[config.mk]
export PLATFORM = sky130hd
export DESIGN_NAME = i2c_wr_target
export DESIGN_NICKNAME = d
export VERILOG_FILES = /design/src/rtl/i2cw_pkg.sv /design/src/rtl/i2cw_sync.sv /design/src/rtl/i2cw_events.sv /design/src/rtl/i2cw_engine.sv /design/src/rtl/i2c_wr_target.sv
export SDC_FILE = /design/constraint.sdc
export NUM_CORES = 1
export LEC_CHECK = 0
export BUFFER_PORTS_ARGS = -buffer_cell sky130_fd_sc_hd__clkbuf_2
export CAP_MARGIN = 20
export CORE_ASPECT_RATIO = 0.7
export CORE_MARGIN = 2
export CORE_UTILIZATION = 40
export DETAILED_ROUTE_END_ITERATION = 12
export PLACE_DENSITY = 0.56
export SYNTH_ARGS = -nofsm -noshare
export SYNTH_HDL_FRONTEND = slang
export SYNTH_SLANG_ARGS = --single-unit
[constraint.sdc]
create_clock -name clk -period 1.7 [get_ports clk]
set_input_delay 0.255 -clock clk [delete_from_list [all_inputs] [get_ports clk]]
set_output_delay 0.255 -clock clk [all_outputs]
set_load 0.01 [all_outputs]
[src/rtl/i2cw_pkg.sv]
package i2cw_pkg;

    // Protocol constants
    localparam int BYTE_W = 8;
    localparam int CNT_W  = $clog2(BYTE_W + 1);
    localparam logic [CNT_W-1:0] CNT_FULL = CNT_W'(BYTE_W);
    localparam int PIN_W  = 2;
    localparam logic [BYTE_W-PIN_W-2:0] ADDR_FIXED = 5'b10001;

    typedef enum logic [2:0] {
        ST_IDLE,
        ST_ADDR,
        ST_ADDR_ACK,
        ST_DATA,
        ST_DATA_ACK,
        ST_SKIP
    } tgt_state_e;

    // Events seen on the synchronized bus in one system clock
    typedef struct packed {
        logic start;
        logic stop;
        logic rise;
        logic fall;
        logic sda;
        logic scl;
    } bus_evt_t;

    // A byte addresses this target for writing when the fixed part,
    // the strap bits and a zero direction bit all line up.
    function automatic logic addr_hit(input logic [BYTE_W-1:0] b,
                                      input logic [PIN_W-1:0]  pins);
        return (b[BYTE_W-1:PIN_W+1] == ADDR_FIXED) &&
               (b[PIN_W:1] == pins) &&
               (b[0] == 1'b0);
    endfunction

endpackage

[src/rtl/i2cw_sync.sv]
module i2cw_sync #(
    parameter int   STAGES  = 2,
    parameter logic RST_VAL = 1'b1
) (
    input  logic clk,
    input  logic rst,
    input  logic d,
    output logic q
);

    logic [STAGES-1:0] pipe;

    generate
        if (STAGES == 1) begin : g_one
            always_ff @(posedge clk) begin
                if (rst) pipe <= RST_VAL;
                else     pipe <= d;
            end
        end else begin : g_many
            always_ff @(posedge clk) begin
                if (rst) pipe <= {STAGES{RST_VAL}};
                else     pipe <= {pipe[STAGES-2:0], d};
            end
        end
    endgenerate

    assign q = pipe[STAGES-1];

endmodule

[src/rtl/i2cw_events.sv]
module i2cw_events
    import i2cw_pkg::*;
(
    input  logic     clk,
    input  logic     rst,
    input  logic     scl_s,
    input  logic     sda_s,
    output bus_evt_t ev
);

    logic scl_d;
    logic sda_d;

    always_ff @(posedge clk) begin
        if (rst) begin
            scl_d <= 1'b1;
            sda_d <= 1'b1;
        end else begin
            scl_d <= scl_s;
            sda_d <= sda_s;
        end
    end

    // SCL must be high in both samples for a line condition
    always_comb begin
        ev.scl   = scl_s;
        ev.sda   = sda_s;
        ev.rise  = scl_s & ~scl_d;
        ev.fall  = ~scl_s & scl_d;
        ev.start = scl_s & scl_d & sda_d & ~sda_s;
        ev.stop  = scl_s & scl_d & ~sda_d & sda_s;
    end

endmodule

[src/rtl/i2cw_engine.sv]
module i2cw_engine
    import i2cw_pkg::*;
(
    input  logic              clk,
    input  logic              rst,
    input  bus_evt_t          ev,
    input  logic [PIN_W-1:0]  addr_sel,
    output logic              sda_oe,
    output logic [BYTE_W-1:0] rx_data,
    output logic              rx_valid
);

    tgt_state_e        state;
    logic [CNT_W-1:0]  bit_cnt;
    logic [BYTE_W-1:0] shreg;
    logic              byte_done;

    assign byte_done = ev.fall && (bit_cnt == CNT_FULL);

    always_ff @(posedge clk) begin
        if (rst) begin
            state    <= ST_IDLE;
            bit_cnt  <= '0;
            shreg    <= '0;
            sda_oe   <= 1'b0;
            rx_data  <= '0;
            rx_valid <= 1'b0;
        end else begin
            rx_valid <= 1'b0;
            if (ev.stop) begin
                state   <= ST_IDLE;
                bit_cnt <= '0;
                sda_oe  <= 1'b0;
            end else if (ev.start) begin
                state   <= ST_ADDR;
                bit_cnt <= '0;
                sda_oe  <= 1'b0;
            end else begin
                unique case (state)
                    ST_ADDR, ST_DATA: begin
                        if (ev.rise && bit_cnt != CNT_FULL) begin
                            shreg   <= {shreg[BYTE_W-2:0], ev.sda};
                            bit_cnt <= bit_cnt + 1'b1;
                        end else if (byte_done) begin
                            bit_cnt <= '0;
                            if (state == ST_ADDR) begin
                                if (addr_hit(shreg, addr_sel)) begin
                                    state  <= ST_ADDR_ACK;
                                    sda_oe <= 1'b1;
                                end else begin
                                    state <= ST_SKIP;
                                end
                            end else begin
                                rx_data  <= shreg;
                                rx_valid <= 1'b1;
                                state    <= ST_DATA_ACK;
                                sda_oe   <= 1'b1;
                            end
                        end
                    end
                    ST_ADDR_ACK, ST_DATA_ACK: begin
                        if (ev.fall) begin
                            sda_oe <= 1'b0;
                            state  <= ST_DATA;
                        end
                    end
                    ST_IDLE, ST_SKIP: begin
                        sda_oe <= 1'b0;
                    end
                    default: begin
                        state  <= ST_IDLE;
                        sda_oe <= 1'b0;
                    end
                endcase
            end
        end
    end

    // ---------------- assertions ----------------
    assert_start_addr_R1: assert property (@(posedge clk) disable iff (rst)
        ev.start && !ev.stop |=> (state == ST_ADDR) && (bit_cnt == '0));

    assert_stop_idle_R2: assert property (@(posedge clk) disable iff (rst)
        ev.stop |=> (state == ST_IDLE) && !sda_oe);

    assert_skip_quiet_R4: assert property (@(posedge clk) disable iff (rst)
        (state == ST_SKIP) |-> (!sda_oe && !rx_valid));

    assert_oe_rise_scl_low_R5: assert property (@(posedge clk) disable iff (rst)
        $rose(sda_oe) |-> !ev.scl);

    assert_oe_steady_scl_high_R5: assert property (@(posedge clk) disable iff (rst)
        (ev.scl && !ev.rise && !ev.start && !ev.stop) |=> $stable(sda_oe) || !ev.scl);

    assert_strobe_single_R6: assert property (@(posedge clk) disable iff (rst)
        rx_valid |=> !rx_valid);

    assert_strobe_source_R6: assert property (@(posedge clk) disable iff (rst)
        rx_valid |-> (state == ST_DATA_ACK) && sda_oe);

endmodule

[src/rtl/i2c_wr_target.sv]
module i2c_wr_target
    import i2cw_pkg::*;
#(
    parameter int SYNC_STAGES = 2
) (
    input  logic              clk,
    input  logic              rst,
    input  logic              scl_i,
    input  logic              sda_i,
    input  logic [PIN_W-1:0]  addr_sel,
    output logic              sda_oe,
    output logic [BYTE_W-1:0] rx_data,
    output logic              rx_valid
);

    localparam int N_LINES = 2;

    logic [N_LINES-1:0] raw_lines;
    logic [N_LINES-1:0] sync_lines;
    bus_evt_t           ev;

    assign raw_lines = {scl_i, sda_i};

    generate
        for (genvar i = 0; i < N_LINES; i++) begin : g_sync
            i2cw_sync #(
                .STAGES  (SYNC_STAGES),
                .RST_VAL (1'b1)
            ) u_sync (
                .clk (clk),
                .rst (rst),
                .d   (raw_lines[i]),
                .q   (sync_lines[i])
            );
        end
    endgenerate

    i2cw_events u_events (
        .clk   (clk),
        .rst   (rst),
        .scl_s (sync_lines[1]),
        .sda_s (sync_lines[0]),
        .ev    (ev)
    );

    i2cw_engine u_engine (
        .clk      (clk),
        .rst      (rst),
        .ev       (ev),
        .addr_sel (addr_sel),
        .sda_oe   (sda_oe),
        .rx_data  (rx_data),
        .rx_valid (rx_valid)
    );

    assert_reset_quiet_R9: assert property (@(posedge clk)
        $past(rst) |-> (!sda_oe && !rx_valid));

endmodule

== After elaboration in Yosys (flattened, before gate mapping) ==
Index checks and enable logic that the tools add are counted.
W data, S select, Z words.

* Add/sub/neg operators: 1
* Multiply operators: 0
* Divide/modulo/power cells: 0
* Magnitude comparators: 0
* Equal/unequal tests: 17
* Shift-type cells: 0
* Muxes and demuxes: 16
* Bitwise operators: 19
* Reductions and logical operators: 18

{| class="wikitable"
|+ Operators with widths
! kind !! count
|-
| $reduce_and A4 Y1 || 4
|-
| $mux W3 || 5
|-
| $not A1 Y1 || 12
|-
| $pmux W3 S3 || 1
|-
| $mux W4 || 2
|-
| $reduce_or A2 Y1 || 4
|-
| $and A1 B1 Y1 || 7
|-
| $mux W1 || 7
|-
| $eq A3 B2 Y1 const B || 2
|-
| $eq A3 B3 Y1 const B || 2
|-
| $ne A3 B2 Y1 const B || 2
|-
| $ne A3 B3 Y1 const B || 2
|-
| $reduce_and A6 Y1 || 1
|-
| $reduce_or A6 Y1 || 1
|-
| $eq A5 B5 Y1 const B || 1
|-
| $add A4 B1 Y4 const B || 1
|-
| $eq A4 B4 Y1 const B || 1
|-
| $logic_and A1 B1 Y1 || 4
|-
| $ne A2 B1 Y1 const B || 2
|-
| $ne A2 B2 Y1 const B || 2
|-
| $ne A4 B4 Y1 const B || 1
|-
| $eq A3 B1 Y1 const B || 1
|-
| $logic_not A3 Y1 || 1
|-
| $reduce_or A3 Y1 || 1
|-
| 4 further kinds || 4
|}

* Bits in registers: 31
* Latch bits: 0
* Memory bits (writable): 0
* Bits in read-only memories: 0
* Bits of input ports: 6
* Output and inout port bits: 10
* Logic and storage cells: 82
* Memories: 0

== Longest topological paths before layout ==
* Depth in word-level cells: 9
* Mapped depth: 7
* Depth with buffers taken out: 6

== Hierarchy ==
Synthesis repeated with hierarchy kept, for this count alone.

* Cells, all modules: 143
* Area total of the unflattened synthesis: 1392.6 um2

{| class="wikitable"
|+ By module, submodules not included
! module !! instances !! cells each !! area an instance (um2) !! sequential area each (um2)
|-
| i2cw_engine || 1 || 125 || 1187.4 || 500.5
|-
| i2cw_sync || 2 || 4 || 52.6 || 40.0
|-
| i2cw_events || 1 || 10 || 100.1 || 40.0
|}

== Least setup slack after synthesis ==
No wires, ideal clock.

* Path kind: register to register
* Start point: register u_engine.shreg[0]
* End point: register u_engine.state[0]
* Setup time: 0.115 ns
* Data arrival time: 1.431 ns
* Required time: 1.585 ns
* Slack: 0.155 ns
* Cell stages (with the launch flop): 5
* Buffers on the path: 0
* Period minus slack after synthesis: 1.545 ns
* Cells stage by stage: dfxtp_1 or4b_4 nor4_4 o311ai_1 o21a_1

* Longest elaborated chain between the ends: 8

{| class="wikitable"
|+ Ends and longest elaborated chain
! what !! RTL line !! source
|-
| start, declared || i2cw_engine.sv:15 || <nowiki>logic [BYTE_W-1:0] shreg;</nowiki>
|-
| start signal, assigned || i2cw_engine.sv:42 || <nowiki>shreg <= {shreg[BYTE_W-2:0], ev.sda};</nowiki>
|-
| $not A1 Y1 || i2cw_pkg.sv:35 || <nowiki>(b[0] == 1'b0);</nowiki>
|-
| $logic_and A1 B1 Y1 || i2cw_pkg.sv:34 || <nowiki>(b[PIN_W:1] == pins) &&</nowiki>
|-
| $mux W3 || i2cw_engine.sv:47 || <nowiki>if (addr_hit(shreg, addr_sel)) begin</nowiki>
|-
| $mux W3 || i2cw_engine.sv:46 || <nowiki>if (state == ST_ADDR) begin</nowiki>
|-
| $mux W3 || i2cw_engine.sv:44 || <nowiki>end else if (byte_done) begin</nowiki>
|-
| $mux W3 || i2cw_engine.sv:41 || <nowiki>if (ev.rise && bit_cnt != CNT_FULL) begin</nowiki>
|-
| $pmux W3 S3 || i2cw_engine.sv:39 || <nowiki>unique case (state)</nowiki>
|-
| $mux W1 || i2cw_engine.sv:34 || <nowiki>end else if (ev.start) begin</nowiki>
|-
| end signal, assigned || i2cw_engine.sv:35 || <nowiki>state <= ST_ADDR;</nowiki>
|-
| end signal, assigned || i2cw_engine.sv:48 || <nowiki>state <= ST_ADDR_ACK;</nowiki>
|-
| end signal, assigned || i2cw_engine.sv:51 || <nowiki>state <= ST_SKIP;</nowiki>
|-
| end, declared || i2cw_engine.sv:13 || <nowiki>tgt_state_e state;</nowiki>
|}

No other way between the ends. The select of a mux whose other input is x is not followed.
A chain may end at the register's enable or synchronous reset.

== Worst setup path after layout ==
Ends and elaborated chain as after synthesis.

==> impl_metrics.json <==
{
  "netlist_area_um2": 1315,
  "layout_commonest_cell": "dfxtp_1",
  "cts_root_buf": "clkbuf_8",
  "final.min_clock_period_ns": 1.658,
  "status": "completed",
  "clock_latency_ns": 0.28,
  "clk_pin_slew_ns": 0.06,
  "syn2layout_area_growth_pct": 18.65,
  "synth_top_family_by_area": "simple AND/OR/NAND/NOR gates",
  "max_freq_mhz": 603.0,
  "port-buffer-count": 15,
  "clkPwrFrac_pct": 39.5,
  "syn_inst": 140,
  "vias_per_cell": 5.340,
  "regArea_um2": 621.8,
  "internal_power_mw": 1.028,
  "routed_wl_mm": 2.738,
  "period_share_pct": 97.55,
  "r2r_end": "u_engine.state[0]",
  "drc": 0,
  "synthAdderAreaFrac_pct": 1.903,
  "num_antenna_cells": 0,
  "die_w_um": 72.53,
  "p_sw_mw": 0.2753,
  "slowest_delay_ns": 0.54,
  "antenna_found_initial": 0,
  "cts-htree-levels": 2,
  "synth_edf_count": 0,
  "cts_buffer_depth": 2,
  "sw_frac_of_total_pct": 21.13,
  "die_h_um": 51.97,
  "place_area_um2": 1466,
  "synth.avg_cell_area_um2": 9.393,
  "wl_per_cell_um": 13.69,
  "placementRows": 17,
  "maxSlewViolCount": 0,
  "synth_nets": 148,
  "hold_start": "sda_i",
  "initial_utilization_pct": 41.77,
  "drt-initial-drc-count": 73,
  "die_area_um2": 3769,
  "ys_seq_area_share_pct": 47.19,
  "drive_above_1_share_pct": 25.93,
  "peakVddDrop_v": 0.0004554,
  "place_hpwl_mm": 1.920,
  "whs_endpoint": "g_sync[0].u_sync.pipe[0]",
  "skew_ns": 0.007798,
  "tightest_slew_ns": 0.3721,
  "ant_nets": 0,
  "gr-total-overflow": 0,
  "seq_power_share_pct": 57.0,
  "r2r_start": "u_engine.shreg[0]",
  "synth_compound_area_share_pct": 12.75,
  "worstPathCellList": "or4b_4, nor4_4, o311ai_2, o21a_1",
  "boundaryPins": 16,
  "crit_type": "register to register",
  "rsz0062_at_grt": "yes",
  "grt_pass1_wl_mm": 4.443,
  "synthMuxAreaShare_pct": 6.089,
  "critPathTopFamily": "simple AND/OR/NAND/NOR gates",
  "dr.pass1.iters": 4,
  "cp_max_fo": 4,
  "finalNonFillerCells": 200,
  "crit_slowest_cell": "or4b_4",
  "synth_flop_cell": "dfxtp_1",
  "synth-simple-area-share_pct": 25.31,
  "synthXorXnorAreaFrac_pct": 3.996,
  "fin_area_um2": 1560,
  "yosysUniqueCellTypes": 34,
  "p_leak_nw": 0.6667,
  "regToRegSetupSlack_ns": 0.04,
  "worst_setup_path_end_kind": "register",
  "start_kind": "register",
  "globalplace.congestion": 0.8370,
  "yosysWarnings": 0,
  "grt_start_max_net_pins": 25,
  "grt_pass1_vias": 942,
  "p_comb_share_pct": 3.5,
  "core_area_um2": 3148,
  "whs_path_depth": 2,
  "hold_viol": 0,
  "finalCoreUtilization_pct": 49.56,
  "setup_viol": 0,
  "hold_path_class": "input pin to register",
  "power_density_nw_per_um2": 835.1,
  "multi_input_area_um2": 670.6,
  "ys_ff_latch": 31,
  "gr-usage-all-layers_pct": 15.99,
  "final_nets": 171,
  "cp.required_ns": 1.88,
  "dp.cells": 193,
  "cts.sinks": 31,
  "cts_tree": "done",
  "cts_buffers": 5,
  "layout_common_cells": "dfxtp_1 (30), a21oi_1 (15), clkbuf_2 (15)",
  "critPathArrivalTime_ns": 1.84,
  "hold_slack_ns": 0.1615,
  "maxCapViolations": 0,
  "cp-startpoint": "u_engine.shreg[0]",
  "worst-path-buf-inv": 0,
  "synthArstFlopShare_pct": 0,
  "slew_headroom_pct": 75.13,
  "worst-r2r-cell-count": 4,
  "n_fill_cell": 300,
  "vias": 1068
}
-- layer usage --
layer / routed length (um) / track usage (%)
met1: 1415 / 22.67
met2: 1185 / 22.12
met3: 127 / 5.233
met4: 9 / 6.481
met5: 0 / 0
-- worst max-delay path by stage --
stage / endpoint / slack (ns) / depth (start not counted)
2_1_floorplan: u_engine.state[0] / 0.15 / 4
3_3_place_gp: u_engine.state[0] / 0.09 / 4
3_5_place_dp: u_engine.state[0] / 0.06 / 4
4_1_cts: u_engine.state[0] / 0.06 / 4
5_1_grt: u_engine.state[0] / -0.01 / 4
6_report: u_engine.state[0] / 0.04 / 4
-- worst register-to-register path, cell delays in order, from the launching register on --
cell and delay, ns:
dfxtp_2 0.33, or4b_4 0.55, nor4_4 0.40, o311ai_2 0.11, o21a_1 0.18
-- synthesized netlist by cell type (3+ instances only) --
cell | n | share of area (%)
o21ai_0 | 3 | 1.1
nand2_1 | 11 | 3.1
clkbuf_1 | 3 | 0.86
mux2i_1 | 8 | 6.1
dfxtp_1 | 31 | 47
xor2_1 | 5 | 3.3
or2_2 | 6 | 2.9
nand3_1 | 12 | 4.6
nor2_1 | 12 | 3.4
inv_1 | 4 | 1.1
a21oi_1 | 15 | 5.7
-- power by group through the flow --
stage / combinational, mW / sequential [mW] / clock, mW
6_report: 0.0461 / 0.742 / 0.515
5_1_grt: 0.0516 / 0.743 / 0.562
4_1_cts: 0.0460 / 0.742 / 0.532
3_5_place_dp: 0.0459 / 0.758 / 0
3_3_place_gp: 0.0457 / 0.757 / 0
2_1_floorplan: 0.0308 / 0.755 / 0
-- repair_timing --
action                                  CTS  global route
hold buffers                              0             0
resized for setup                         0             3
setup buffers                             0             1
endpoints found under the setup margin    0             2
-- final cells by class --
cell class | instances | area share (%)
multi-input cells | 100 | 42.98
inverters | 4 | 0.9623
flip-flops and latches | 31 | 39.86
repair buffers | 21 | 8.500
clock buffers | 6 | 4.651
well taps | 38 | 3.047
-- cell families (layout without fill, tap and decap cells) --
kind of cell / after synthesis / count (layout)
and+or+nand+nor: 57 / 57
DFF: 31 / 31
AOI/OAI and AO/OA: 27 / 27
buffers and inverters: 9 / 31
muxes: 8 / 8
xor gates and xnor gates: 6 / 6
adders and majority gates: 2 / 2
-- per-stage QoR --
step / total power, mW / TNS, ns / worst slack (ns)
3_3_place_gp: 0.8029 / 0 / 0.09044
5_1_grt: 1.356 / -0.01092 / -0.01092
3_5_place_dp: 0.8036 / 0 / 0.05514
2_1_floorplan: 0.7860 / 0 / 0.1547
4_1_cts: 1.320 / 0 / 0.05642
6_report: 1.303 / 0 / 0.04172
-- sequential cells by signal, indices dropped and copies added (netlist names) --
signal and flops:
u_engine.rx_valid 1, u_events.scl_d 1, u_engine.state 3, g_sync.u_sync.pipe 4
u_events.sda_d 1, u_engine.shreg 8, u_engine.sda_oe 1, u_engine.rx_data 8
u_engine.bit_cnt 4
(Power assumes the default switching activity.)
